`config.mk`:
```
export PLATFORM = sky130hd
export DESIGN_NAME = lsm_link_monitor
export DESIGN_NICKNAME = d
export VERILOG_FILES = /design/src/rtl/lsm_pkg.sv /design/src/rtl/lsm_next_port.sv /design/src/rtl/lsm_field_decode.sv /design/src/rtl/lsm_link_monitor.sv
export SDC_FILE = /design/constraint.sdc
export NUM_CORES = 1
export LEC_CHECK = 0
export ABC_AREA = 1
export BUFFER_PORTS_ARGS = -buffer_cell sky130_fd_sc_hd__buf_4
export CORE_MARGIN = 4
export CORE_UTILIZATION = 45
export DETAILED_ROUTE_END_ITERATION = 10
export PLACE_DENSITY = 0.68
export SETUP_SLACK_MARGIN = 0.1
export SYNTH_ARGS = -nofsm -noshare
export SYNTH_HDL_FRONTEND = slang
export SYNTH_SLANG_ARGS = --single-unit
```
`constraint.sdc`:
```
create_clock -name clk -period 1.9 [get_ports clk]
set_input_delay 0.095 -clock clk [delete_from_list [all_inputs] [get_ports clk]]
set_output_delay 0.095 -clock clk [all_outputs]
set_load 0.03 [all_outputs]
```
`src/rtl/lsm_pkg.sv`:
```
package lsm_pkg;
  localparam int ADDR_W = 5;
  localparam int DATA_W = 16;

  localparam logic [ADDR_W-1:0] REG_CTRL  = 5'd0;
  localparam logic [ADDR_W-1:0] REG_BSTAT = 5'd1;
  localparam logic [ADDR_W-1:0] REG_PSTAT = 5'd17;

  localparam int B_AN_DONE  = 5;
  localparam int B_RST_BUSY = 15;
  localparam int B_AN_EN    = 12;
  localparam int B_LINK     = 10;
  localparam int B_RESOLVED = 11;
  localparam int B_FDX      = 13;
  localparam int B_SPD_LO   = 14;

  typedef enum logic [1:0] {
    SPD_10   = 2'd0,
    SPD_100  = 2'd1,
    SPD_1000 = 2'd2,
    SPD_BAD  = 2'd3
  } spd_e;

  typedef enum logic [2:0] {
    S_IDLE, S_PICK, S_REQ, S_WAIT, S_RPICK, S_DONE
  } st_e;

  typedef enum logic [2:0] {
    K_LIVE, K_BSTAT, K_CTRL, K_PSTAT, K_RESOLVE
  } step_e;

  typedef struct packed {
    logic       link;
    logic       resolved;
    logic       fdx;
    logic [1:0] speed;
    logic       an_done;
    logic       rst_busy;
    logic       an_en;
  } fields_t;
endpackage

```
`src/rtl/lsm_next_port.sv`:
```
module lsm_next_port #(
  parameter int N  = 5,
  parameter int PW = 3
) (
  input  logic [N-1:0]  mask,
  output logic          found,
  output logic [PW-1:0] idx
);
  always_comb begin
    found = 1'b0;
    idx   = '0;
    for (int i = N - 1; i >= 0; i--) begin
      if (mask[i]) begin
        found = 1'b1;
        idx   = PW'(i);
      end
    end
  end
endmodule

```
`src/rtl/lsm_field_decode.sv`:
```
module lsm_field_decode
  import lsm_pkg::*;
(
  input  logic [DATA_W-1:0] word,
  output fields_t           f
);
  logic unused_bits;
  assign unused_bits = ^{word[9:6], word[4:0]};

  always_comb begin
    f.link     = word[B_LINK];
    f.resolved = word[B_RESOLVED];
    f.fdx      = word[B_FDX];
    f.speed    = word[B_SPD_LO +: 2];
    f.an_done  = word[B_AN_DONE];
    f.rst_busy = word[B_RST_BUSY];
    f.an_en    = word[B_AN_EN];
  end
endmodule

```
`src/rtl/lsm_link_monitor.sv`:
```
module lsm_link_monitor
  import lsm_pkg::*;
#(
  parameter int               NPORT       = 5,
  parameter logic [NPORT-1:0] WAN_MAP     = {1'b1, {(NPORT-1){1'b0}}},
  parameter int               RESOLVE_MAX = 200
) (
  input  logic              clk,
  input  logic              rst_n,
  input  logic              unit_sel,
  input  logic              scan_start,
  input  logic              scan_tick,
  output logic              rd_req_valid,
  input  logic              rd_req_ready,
  output logic [4:0]        rd_req_phy,
  output logic [4:0]        rd_req_reg,
  input  logic              rd_rsp_valid,
  input  logic [15:0]       rd_rsp_data,
  output logic              busy,
  output logic              scan_done,
  output logic [2:0]        link_count,
  output logic [NPORT-1:0]  alive,
  output logic              link_gained,
  output logic              link_lost,
  output logic [1:0]        speed,
  output logic              full_duplex,
  output logic              speed_unknown
);
  localparam int PW = (NPORT > 1) ? $clog2(NPORT) : 1;
  localparam int CW = $clog2(NPORT + 1);
  localparam int TW = $clog2(RESOLVE_MAX + 1);

  st_e              state;
  step_e            step;
  logic [PW-1:0]    cur;
  logic [NPORT-1:0] rem;
  logic [NPORT-1:0] alive_q;
  logic             unit_q;
  logic [CW-1:0]    cnt;
  logic [TW-1:0]    tries;
  logic             an_done_q;
  spd_e             spd_w;
  logic             fdx_w;
  logic             unk_w;
  logic [CW-1:0]    count_q;
  spd_e             speed_q;
  logic             fdx_q;
  logic             unk_q;
  logic             done_q;
  logic             gained_q;
  logic             lost_q;

  logic [NPORT-1:0] unit_mask;
  logic             nx_found;
  logic [PW-1:0]    nx_idx;
  fields_t          fld;
  logic [TW-1:0]    tries_nx;

  assign unit_mask = unit_q ? WAN_MAP : ~WAN_MAP;
  assign tries_nx  = tries + TW'(1);

  lsm_next_port #(.N(NPORT), .PW(PW)) u_pick (
    .mask  (rem),
    .found (nx_found),
    .idx   (nx_idx)
  );

  lsm_field_decode u_dec (
    .word (rd_rsp_data),
    .f    (fld)
  );

  always_ff @(posedge clk) begin
    if (!rst_n) begin
      state     <= S_IDLE;
      step      <= K_LIVE;
      cur       <= '0;
      rem       <= '0;
      alive_q   <= '0;
      unit_q    <= 1'b0;
      cnt       <= '0;
      tries     <= '0;
      an_done_q <= 1'b0;
      spd_w     <= SPD_10;
      fdx_w     <= 1'b0;
      unk_w     <= 1'b0;
      count_q   <= '0;
      speed_q   <= SPD_10;
      fdx_q     <= 1'b0;
      unk_q     <= 1'b0;
      done_q    <= 1'b0;
      gained_q  <= 1'b0;
      lost_q    <= 1'b0;
    end else begin
      done_q   <= 1'b0;
      gained_q <= 1'b0;
      lost_q   <= 1'b0;
      unique case (state)
        S_IDLE: begin
          if (scan_start || scan_tick) begin
            unit_q <= unit_sel;
            rem    <= unit_sel ? WAN_MAP : ~WAN_MAP;
            cnt    <= '0;
            spd_w  <= SPD_10;
            fdx_w  <= 1'b0;
            unk_w  <= 1'b0;
            state  <= S_PICK;
          end
        end
        S_PICK: begin
          if (nx_found) begin
            cur         <= nx_idx;
            rem[nx_idx] <= 1'b0;
            step        <= alive_q[nx_idx] ? K_LIVE : K_BSTAT;
            state       <= S_REQ;
          end else if (unit_q) begin
            rem   <= alive_q & unit_mask;
            state <= S_RPICK;
          end else begin
            spd_w <= SPD_100;
            fdx_w <= 1'b1;
            state <= S_DONE;
          end
        end
        S_RPICK: begin
          if (nx_found) begin
            cur         <= nx_idx;
            rem[nx_idx] <= 1'b0;
            step        <= K_RESOLVE;
            tries       <= '0;
            state       <= S_REQ;
          end else begin
            state <= S_DONE;
          end
        end
        S_REQ: begin
          if (rd_req_ready) state <= S_WAIT;
        end
        S_WAIT: begin
          if (rd_rsp_valid) begin
            unique case (step)
              K_LIVE: begin
                if (fld.link) begin
                  cnt <= cnt + CW'(1);
                end else begin
                  alive_q[cur] <= 1'b0;
                  lost_q       <= 1'b1;
                end
                state <= S_PICK;
              end
              K_BSTAT: begin
                an_done_q <= fld.an_done;
                if (fld.rst_busy) begin
                  state <= S_PICK;
                end else begin
                  step  <= K_CTRL;
                  state <= S_REQ;
                end
              end
              K_CTRL: begin
                if (!fld.an_en || an_done_q) begin
                  step  <= K_PSTAT;
                  state <= S_REQ;
                end else begin
                  state <= S_PICK;
                end
              end
              K_PSTAT: begin
                if (fld.link) begin
                  alive_q[cur] <= 1'b1;
                  gained_q     <= 1'b1;
                  cnt          <= cnt + CW'(1);
                end
                state <= S_PICK;
              end
              default: begin
                if (fld.resolved || (tries_nx == TW'(RESOLVE_MAX))) begin
                  if (fld.speed == SPD_BAD) begin
                    unk_w <= 1'b1;
                    state <= S_RPICK;
                  end else begin
                    spd_w <= spd_e'(fld.speed);
                    fdx_w <= fld.fdx;
                    state <= S_DONE;
                  end
                end else begin
                  tries <= tries_nx;
                  state <= S_REQ;
                end
              end
            endcase
          end
        end
        S_DONE: begin
          done_q  <= 1'b1;
          count_q <= cnt;
          speed_q <= spd_w;
          fdx_q   <= fdx_w;
          unk_q   <= unk_w;
          state   <= S_IDLE;
        end
        default: state <= S_IDLE;
      endcase
    end
  end

  always_comb begin
    unique case (step)
      K_BSTAT: rd_req_reg = REG_BSTAT;
      K_CTRL:  rd_req_reg = REG_CTRL;
      default: rd_req_reg = REG_PSTAT;
    endcase
  end

  assign rd_req_valid  = (state == S_REQ);
  assign rd_req_phy    = ADDR_W'(cur);
  assign busy          = (state != S_IDLE);
  assign scan_done     = done_q;
  assign link_count    = 3'(count_q);
  assign alive         = alive_q;
  assign link_gained   = gained_q;
  assign link_lost     = lost_q;
  assign speed         = speed_q;
  assign full_duplex   = fdx_q;
  assign speed_unknown = unk_q;
endmodule

```
==> results of run 1 <==
==> cells in the mapped netlist, drive strengths merged <==
cell type	number	share of area, %
nand4	11	2.7
xor2	1	0.35
nand2	77	12
o21bai	1	0.30
o211a	1	0.40
inv	65	9.8
o21ai	31	6.2
nor3	8	2.0
ha	2	0.99
dfxtp	46	37
nor2	51	8.5
buf	7	2.1
a21oi	39	8.2
o31ai	1	0.30
clkbuf	5	0.75
nand3	29	6.6
o211ai	1	0.30
o22ai	2	0.50
conb	1	0.15
nor4	1	0.50
a211oi	3	0.89
a31oi	1	0.25
==> worst reg2reg max path, delay by kind of cell, from the launching register on <==
kind	cells	cell delay (ns)
AO/OA/AOI/OAI	2	0.18
buffers and inverters	3	0.38
flip-flops	1	0.35
AND/OR/NAND/NOR	5	0.68
==> layout make-up <==
cell class	count	share of cell area (%)
clock buffer	5	2.18
clock inverter	3	0.794
inverter	65	7.82
multi-input combinational	265	43.7
sequential	46	29.6
tap	70	2.78
timing repair buffer	52	13.1
==> layer usage <==
| layer | vias to the layer above | global-route usage, % | wire, microns |
|---|---|---|---|
| met4 | 0 | 6.37 | 80 |
| met3 | 7 | 3.78 | 258 |
| met1 | 1133 | 22.7 | 2720 |
| met2 | 51 | 33.2 | 3070 |
| li1 | 1333 | - | - |
| met5 | - | 0 | 0 |
==> per-stage QoR <==
stage                     worst slack, ns  instance area (sq um)  util [%]
after floorplan                     0.162                   2530         -
after global placement              0.180                   2920      55.4
after detailed placement            0.165                   2920      55.4
after CTS                           0.150                   3020      57.2
after global routing               0.0466                   3150      59.8
final                               0.241                   3150      59.8
==> timing repair <==
item | 4_1_cts | 5_1_grt
resized for setup | 0 | 30
endpoints found under the setup margin | 0 | 23
buffers inserted | 0 | 4
==> final timing paths <==
path | to | cells after the start
max | tries[2] | 10
min | unit_q | 3
max reg2reg | tries[2] | 10
min reg2reg | full_duplex | 2
==> cell families (layout without fill, tap and decap cells) <==
| family | Yosys count | in the layout | share of synthesized area, % |
|---|---|---|---|
| xor gates and xnor gates | 1 | 1 | 0.348 |
| buffers and inverters | 77 | 125 | 12.6 |
| and+or+nand+nor | 177 | 177 | 32.0 |
| other | 1 | 5 | 0.149 |
| DFF | 46 | 46 | 36.6 |
| AOI/OAI and AO/OA | 80 | 80 | 17.3 |
| adders and majority gates | 2 | 2 | 0.994 |
==> power by group <==
part           leakage (nW)  total (mW)  switching (mW)  internal (mW)
combinational         0.981        1.58            1.03          0.557
sequential            0.378        1.24           0.124           1.11
clock                0.0447       0.631           0.365          0.266
total                  1.40        3.45            1.52           1.94
==> results.toml, run 1 <==
[critical_path]
arrival_ns = 1.89
reg2reg_setup_slack_ns = 0.24
critPathBufInv = 3
path_cells = "nor2_1 -> inv_1 -> nor2_2 -> inv_2 -> nor2_4 -> a21oi_4 -> buf_4 -> nand3_4 -> nand2_1 -> a21oi_1"
cpMaxStageDelayCell = "dfxtp_2"
startpoint_type = "flop"
endpoint_kind = "flop"
worst_path_dominant_cell_family = "simple AND/OR/NAND/NOR gates"
slowest_delay_ns = 0.35
cp_max_fo = 9
critPathKind = "reg -> reg"
crit_path_start = "state[1]"
worstReg2RegStart = "state[1]"
cp_data_required_time_ns = 2.13

[logic_synthesis]
syn-cell-area_sq_mm = 0.00252
yosysWarningCount = 0
synthDistinctLibCells = 31
avgSynthCellArea_sq_um = 6.56
ys_ff_latch = 46
syn_inst = 384
yosysSeqAreaShare_pct = 36.6

[drt]
first_pass_iters = 4
vias = 2524
drt-total-wl_microns = 6130
wl_per_cell_microns = 12.1
drt_iter0_markers = 106
avgViaCountPerCell = 4.99
ant_nets = 0
drc = 0

[grt]
grt_pass1_wl_microns = 9970
grt_max_degree = 26
grt_pass1_vias = 2292
antenna_found_initial = 0
overflow = 0
gr-usage-all-layers_pct = 18.8

[sta]
final_max_slew_viol_count = 0
rsz0062_at_grt = "yes"
setup_violations = 0
clock.fmax_ghz = 0.603
tns_ns = 0
worstMarginPinSlew_ns = 0.509
slew_headroom_pct = 66.0
fin_crit_ns = 1.66
final-hold-violation-count = 0
skew_ns = 0.00995
finalHoldWorstSlack_ns = 0.0668
fin_crit_sh_pct = 87.3

[layout]
n_antenna_cell = 0
final_cell_mix = "74 x nand2_1, 59 x inv_1, 48 x buf_4"
syn_to_final_growth_pct = 25.2
final_cells = 506
final_common_cell = "nand2_1"
drive_gt1_share_pct = 22.7
multi_input_area_sq_mm = 0.00138
seq_area_sq_um = 933
fin_nets = 460
fillers = 524

[clocking]
cts_hold_buf = 0
cts_tree = "done"
clk_pin_slew_ns = 0.10
clock-sinks = 46
clk_path_buf_depth = 2
htree_levels = 2
clk_latency_ns = 0.31
numCtsBuffers = 5
clockRootBuffer = "clkbuf_8"

[hold_path]
min_path_type = "in -> reg"
hp-start = "unit_sel"

[run]
maxCapViolCount = 0

[floorplanning]
rows = 26
core_sq_mm = 0.00527
ios = 50
die_x_microns = 82.8
die-area_sq_mm = 0.00686
die_h_microns = 82.8
start_util_pct = 47.8

[pwr]
powerDensity_mw_per_mm2 = 1100
peakVddDrop_mv = 0.525
p_leak_nw = 1.40
power.total_mw = 3.45

[run_status]
status = "completed"

[placed_design]
gp_congestion = 0.883
dp.cells = 494
place.detailed.hpwl_microns = 4570
port_buffers = 35
No activity file was read; power rests on OpenSTA's default activity.
==> run 2: changes to the inputs <==
Settings changed: CORE_MARGIN 4 to not set, CORE_UTILIZATION 45 to 36, PLACE_DENSITY 0.68 to 0.57.
==> run 2 against run 1 <==
Sequential share of layout area down 1.0 points. Fmax shrank 2.5%. Final area increased by 4.4%. Via count is 1.8% higher. Sequential power barely moved. Clock-buffer cell count is 1 higher.
==> results.toml, run 2 (synthesized netlist as in run 1, its figures left out) <==
[run_status]
status = "completed"

[hold_path]
hold_depth = 3
hp-start = "rd_rsp_data[5]"
min_path_type = "in -> reg"
hold_end = "an_done_q"

[grt]
gr-usage-all-layers_pct = 17.6
grt_max_degree = 26
grt_pass1_vias = 2239
overflow = 0
grt_pass1_wl_microns = 10200
antenna_found_initial = 0

[critical_path]
slowest_delay_ns = 0.40
crit_path_start = "state[0]"
cp_data_required_time_ns = 2.11
reg2reg_setup_slack_ns = 0.20
arrival_ns = 1.91
endpoint_kind = "flop"
critPathBufInv = 3
r2r_end = "unit_q"
worst_path_dominant_cell_family = "simple AND/OR/NAND/NOR gates"
cpMaxStageDelayCell = "dfxtp_4"
worstReg2RegStart = "state[0]"
rr_worst_depth = 10
startpoint_type = "flop"
critPathKind = "reg -> reg"
path_common_cell = "inv_4"
cp_max_fo = 6
path_cells = "inv_4 -> nor3_4 -> buf_12 -> inv_4 -> o21ai_2 -> nand3_1 -> nor2_4 -> nand2_2 -> o21ai_1 -> a21oi_1"

[floorplanning]
die-area_sq_mm = 0.00733
die_h_microns = 85.6
rows = 30
start_util_pct = 37.3
core_sq_mm = 0.00676
ios = 50
die_x_microns = 85.6

[pwr]
p_leak_nw = 1.47
powerDensity_mw_per_mm2 = 1080
peakVddDrop_mv = 0.593

[drt]
drt_iter0_markers = 125
first_pass_iters = 4
avgViaCountPerCell = 4.89
vias = 2569
drt-total-wl_microns = 6380
wl_per_cell_microns = 12.2
ant_nets = 0
drc = 0

[clocking]
htree_levels = 2
numCtsBuffers = 5
clockRootBuffer = "clkbuf_8"
clk_path_buf_depth = 2
clk_pin_slew_ns = 0.09
clock-sinks = 46
clk_latency_ns = 0.31
cts_tree = "done"

[layout]
drive_gt1_share_pct = 26.1
multi_input_area_sq_mm = 0.00140
seq_area_sq_um = 941
final_cell_mix = "71 x nand2_1, 58 x inv_1, 55 x buf_4"
final_common_cell = "nand2_1"
syn_to_final_growth_pct = 30.7
fin_nets = 469
fillers = 712
n_antenna_cell = 0
stdcell_area_sq_mm = 0.00329

[placed_design]
port_buffers = 35
dpl_cell_area_sq_mm = 0.00295
gp_congestion = 0.838
place.detailed.hpwl_microns = 4620

[sta]
final_max_slew_viol_count = 0
fin_crit_ns = 1.70
tns_ns = 0
slew_headroom_pct = 67.1
clock.fmax_ghz = 0.588
final-hold-violation-count = 0
rsz0062_at_grt = "yes"
setup_violations = 0
skew_ns = 0.00586
fin_crit_sh_pct = 89.5
worstMarginPinSlew_ns = 0.490

[run]
maxCapViolCount = 0
-- run 2: cell count changes in the layout (fill, tap and decap cells not counted), moves of 2 or more --
cell     delta
o21ai_2     +2
nand3_2     -3
buf_4       +7
nor2_2      +2
nand2_2     +2
nor2_1      -3
dfxtp_2     -3
o21ai_0     -3
nand3_1     +3
dfxtp_4     +3
nand2_1     -3
-- run 2: final cells by class --
type	instances	area share, %
clock buffer	6	2.51
clock inverter	2	0.380
inverter	65	7.57
multi-input combinational	265	42.6
sequential	46	28.6
tap	80	3.04
timing repair buffer	61	15.3
-- run 2: power by group --
part	internal, mW	switching (mW)	total, mW
clock network	0.293	0.353	0.646
registers	1.11	0.145	1.26
logic	0.593	1.05	1.64
total	2.00	1.55	3.55
-- run 2: stage by stage --
step	power [mW]	std cells	setup WS, ns	hold WS, ns	util, %
CTS	3.45	514	0.113	0.0677	45.1
global placement	2.77	506	0.158	0.381	43.6
detailed placement	2.79	506	0.135	0.394	43.6
floorplan	2.34	388	0.162	0.233	-
global route	3.82	525	0.0666	0.0791	48.7
finish	3.55	525	0.199	0.0664	48.7
-- run 2: worst max path at each step --
stage / slack (ns) / endpoint / cells past startpoint
2_1_floorplan: 0.16 / state[1] / 6
3_3_place_gp: 0.16 / flop / 10
3_5_place_dp: 0.14 / flop / 10
4_1_cts: 0.11 / flop / 10
5_1_grt: 0.07 / tries[0] / 14
6_report: 0.20 / unit_q / 10
-- run 2: layer usage --
layer  track usage, %  part of all wire (%)  up-vias
met4             5.45                   1.4        0
met3             3.75                   3.3        8
li1                 -                     -     1355
met5                0                     0        -
met2             29.0                    48       47
met1             23.1                    48     1159
-- run 2: worst reg2reg max path: stages (launching register included) --
cell and delay [ns]:
dfxtp_4 0.40, inv_4 0.04, nor3_4 0.26, buf_12 0.16, inv_4 0.06, o21ai_2 0.11, nand3_1 0.12, nor2_4 0.19
nand2_2 0.09, o21ai_1 0.12, a21oi_1 0.05
-- run 2: what timing repair did --
| item | in CTS | in global routing |
|---|---|---|
| resized for setup | 0 | 48 |
| hold buffers | 0 | 0 |
| endpoints found under the setup margin | 0 | 30 |
| setup buffers | 0 | 10 |
